$ cat src/rtl/lbt_pkg.sv
package lbt_pkg;
  localparam int PRBS_LEN = 7;

  typedef enum logic {
    LINK_MAIN = 1'b0,
    LINK_SUB  = 1'b1
  } link_sel_e;

  // h[0] is the newest bit, h[6] the oldest kept: b[n] = b[n-6] ^ b[n-7]
  function automatic logic prbs7_fb(input logic [PRBS_LEN-1:0] h);
    return h[5] ^ h[6];
  endfunction
endpackage

$ cat src/rtl/lbt_ref_gen.sv
module lbt_ref_gen
  import lbt_pkg::*;
#(
  parameter int W = 8
) (
  input  logic         clk,
  input  logic         rst_n,
  input  logic         test_en,
  input  logic         rx_valid,
  input  logic [W-1:0] rx_data,
  output logic         cmp_en,
  output logic [W-1:0] ref_word
);
  localparam int SL = PRBS_LEN;

  // expected next W bits from history st, bit 0 first
  function automatic logic [W-1:0] pred_word(input logic [SL-1:0] st);
    logic [SL-1:0] h;
    logic [W-1:0]  r;
    h = st;
    for (int i = 0; i < W; i++) begin
      r[i] = prbs7_fb(h);
      h    = {h[SL-2:0], r[i]};
    end
    return r;
  endfunction

  // history after W predicted bits
  function automatic logic [SL-1:0] adv_state(input logic [SL-1:0] st);
    logic [SL-1:0] h;
    logic          b;
    h = st;
    for (int i = 0; i < W; i++) begin
      b = prbs7_fb(h);
      h = {h[SL-2:0], b};
    end
    return h;
  endfunction

  // history taken from the newest seven bits of a received word
  function automatic logic [SL-1:0] seed_state(input logic [W-1:0] d);
    logic [SL-1:0] s;
    for (int k = 0; k < SL; k++) s[k] = d[W-1-k];
    return s;
  endfunction

  logic [SL-1:0] st_q;
  logic          seeded_q;
  logic          seed_load;

  assign seed_load = test_en & rx_valid & ~seeded_q;
  assign cmp_en    = test_en & rx_valid & seeded_q;
  assign ref_word  = pred_word(st_q);

  always_ff @(posedge clk or negedge rst_n) begin
    if (!rst_n) begin
      st_q     <= '0;
      seeded_q <= 1'b0;
    end else if (!test_en) begin
      seeded_q <= 1'b0;
    end else if (seed_load) begin
      st_q     <= seed_state(rx_data);
      seeded_q <= 1'b1;
    end else if (cmp_en) begin
      st_q     <= adv_state(st_q);
    end
  end

  assert_unlock_R10: assert property (@(posedge clk) disable iff (!rst_n)
    !test_en |=> !seeded_q);
  assert_seed_R2: assert property (@(posedge clk) disable iff (!rst_n)
    seed_load |=> seeded_q);
  assert_hold_R9: assert property (@(posedge clk) disable iff (!rst_n)
    (test_en && !rx_valid && seeded_q) |=> $stable(st_q));
endmodule

$ cat config.mk
export PLATFORM = sky130hd
export DESIGN_NAME = lbt_ref_gen
export DESIGN_NICKNAME = d
export VERILOG_FILES = /design/src/rtl/lbt_pkg.sv /design/src/rtl/lbt_ref_gen.sv
export SDC_FILE = /design/constraint.sdc
export NUM_CORES = 1
export LEC_CHECK = 0
export BUFFER_PORTS_ARGS = -buffer_cell sky130_fd_sc_hd__clkbuf_2
export CAP_MARGIN = 10
export CORE_AREA = 4 4 41 43
export CTS_CLUSTER_SIZE = 10
export DETAILED_ROUTE_END_ITERATION = 8
export DIE_AREA = 0 0 45 47
export PLACE_DENSITY = 0.6
export RECOVER_POWER = 100
export SLEW_MARGIN = 20
export SYNTH_ARGS = -nofsm -noshare
export SYNTH_HDL_FRONTEND = slang
export SYNTH_SLANG_ARGS = --single-unit
$ cat constraint.sdc
create_clock -name clk -period 1.4 [get_ports clk]
set_clock_uncertainty 0.2 [all_clocks]
set_input_delay 0.28 -clock clk [delete_from_list [all_inputs] [get_ports clk]]
set_output_delay 0.28 -clock clk [all_outputs]
set_load 0.05 [all_outputs]
==> reports/metrics.csv <==
metric,value,unit
cts_root_buffer,clkbuf_4,
final_common_cell,clkbuf_2,
nets,85,
ys_ff_latch,8,
initial_utilization,0.348,
worstMarginPinSlew,0.437,ns
num_vias,409,
cts_buffers,3,
h-tree-depth,1,
leakagePower,0.388,nW
pwr-share-comb,0.675,
drv_slew,0,
fmax,574,MHz
relSlewSlack,0.708,
setup_violations,12,
layout-drive-gt1-share,0.611,
ys_types,12,
hold_end,st_q[1]$_DFFE_PN0P_,
avgViaCountPerCell,4.70,
r2r-start,st_q[6]$_DFFE_PN0P_,
place.gp.congestion,0.731,
reg2reg_depth,4,
pwr-share-seq,0.212,
post_drt_wl_per_cell,13.7,um
p_clk_frac,0.113,
post-place-ws,-0.110,ns
power.switching,0.792,mW
yosys.area.top_type,dfrtp_1,
synth_nets,54,
core,1300,sq um
whs,0.0790,ns
worstHoldStart,rx_valid,
yosysTopAreaCellShare,0.442,
end_kind,primary output,
max_cap_violations,0,
critPathKind,flip-flop to primary output,
antenna_found_initial,0,
antenna_cells,0,
clk_path_buf_depth,2,
hold_path.class,input pin to flip-flop,
required,0.92,ns
finalCritPeriodShare,1.24,
fin_crit,1.74,ns
final_area,858,sq um
status,"finished, violations left",
layout_setup_ws,-0.341,ns
p_per_area,2020,nW/um^2
yosys_warnings,0,
finish.utilization,0.660,
layout_common_cells,"clkbuf_2 (10), nand2_1 (7), mux2i_1 (7), buf_8 (7)",
clkLatencyLatePin,0.26,ns
failed_checks,setup timing,
grt_pass1_vias,387,
worst-path-max-fanout,3,
tritoncts,built,
io_buffers,19,
syn_area_per_cell,10.8,sq um
die_area,2120,sq um
drtIter0Drc,4,
die_h,47,um
synth-seq-area-share,0.442,
overflow,0,
grt_first_pass_wirelength,1790,um
vdd_ir_drop_max,0.00132,V
clk_transition_reported_paths,0.05,ns
groute.usage.overall,0.124,
grt_max_degree,13,
dpl_cell_area,678,sq um
wl,1190,um
start_kind,flip-flop,
whs_path_depth,2,
netlist_area,453,sq um
drt_first_pass_iters,4,
hpwl,784,um
intPower,0.943,mW
rsz0062_at_grt,true,
cts.sinks,8,
rows,13,
syn-instance-count,42,
synthTopCellsByArea,"dfrtp_1 (44%), mux2i_1 (15%), xor2_1 (14%)",
r2r-end,st_q[1]$_DFFE_PN0P_,
arrival,1.26,ns
rrSetupSlack,-0.15,ns
drc,0,
area_growth,89.5,%
p_sw_frac,0.457,
die_w,45,um
antenna_left,0,
io_pins,21,
finalHoldViolCount,0,
## metrics by stage
stage                     TNS [ns]  std cells  power (mW)
final                        -2.07         87        1.74
after CTS                    -2.00         83        1.58
after global placement      -0.247         78        1.22
after global routing         -2.77         87        1.82
after detailed placement    -0.323         78        1.23
after floorplan              -1.33         42       0.959
## state kept, by name, indices dropped and copies added (netlist names)
signal and cells:
st_q 7, seeded_q 1
## cells by family (layout without fill, tap and decap cells)
| logic type | Yosys count | in the layout | synth area share |
|---|---|---|---|
| mux | 7 | 7 | 0.155 |
| compound gates | 9 | 9 | 0.108 |
| xor+xnor | 8 | 8 | 0.191 |
| flops | 8 | 8 | 0.442 |
| buf+inv | 2 | 32 | 0.0331 |
| simple gates | 8 | 8 | 0.0718 |
## per-layer routing
| metal | vias to the layer above | part of all wire | global-route usage |
|---|---|---|---|
| met5 | - | 0 | 0 |
| met4 | 0 | 0 | 0.0877 |
| met3 | 0 | 0.056 | 0.0307 |
| met2 | 15 | 0.52 | 0.184 |
| met1 | 194 | 0.43 | 0.158 |
| li1 | 200 | - | - |
## cell type report
class / count / area, sq um
clock buffer: 4 / 26.3
timing repair buffer: 28 / 265
tap: 15 / 18.8
fill: 106 / 443
multi-input combinational: 32 / 340
sequential: 8 / 208
## cell usage after synthesis
| cell | count |
|---|---|
| clkbuf_1 | 1 |
| o21ai_0 | 6 |
| a31oi_1 | 1 |
| buf_6 | 1 |
| mux2i_1 | 7 |
| dfrtp_1 | 8 |
| xor3_2 | 1 |
| nand2_1 | 7 |
| and3_1 | 1 |
| xor2_1 | 7 |
| o21a_1 | 1 |
| a21oi_1 | 1 |
## worst max-delay path, cell delays in order, from the launching register on
cell and delay, ns:
dfrtp_2 0.43, xor3_2 0.41, buf_8 0.17
## power by group through the flow
| stage | Sequential [mW] | Combinational (mW) | Clock, mW |
|---|---|---|---|
| 2_1_floorplan | 0.364 | 0.595 | 0 |
| 3_5_place_dp | 0.363 | 0.871 | 0 |
| 3_3_place_gp | 0.361 | 0.863 | 0 |
| 4_1_cts | 0.364 | 1.01 | 0.202 |
| 6_report | 0.368 | 1.17 | 0.196 |
| 5_1_grt | 0.375 | 1.23 | 0.215 |
## how the worst max path moves through the flow
stage | start | end | slack, ns | cells after the start
2_1_floorplan | st_q[5]$_DFFE_PN0P_ | st_q[1]$_DFFE_PN0P_ | -0.17 | 3
3_3_place_gp | st_q[5]$_DFFE_PN0P_ | ref_word[6] | -0.10 | 2
3_5_place_dp | st_q[0]$_DFFE_PN0P_ | ref_word[6] | -0.11 | 2
4_1_cts | st_q[5]$_DFFE_PN0P_ | ref_word[6] | -0.35 | 2
5_1_grt | st_q[6]$_DFFE_PN0P_ | ref_word[6] | -0.39 | 2
6_report | st_q[6]$_DFFE_PN0P_ | ref_word[6] | -0.34 | 2
## what timing repair did
item / CTS / global route
hold endpoints to repair: 8 / 0
gates cloned: 0 / 0
pin swaps: 3 / 5
buffers inserted: 0 / 5
gates resized for setup: 18 / 13
hold buffers: 1 / 0
setup endpoints to repair: 9 / 11
Power figures use the tool's default switching activity.
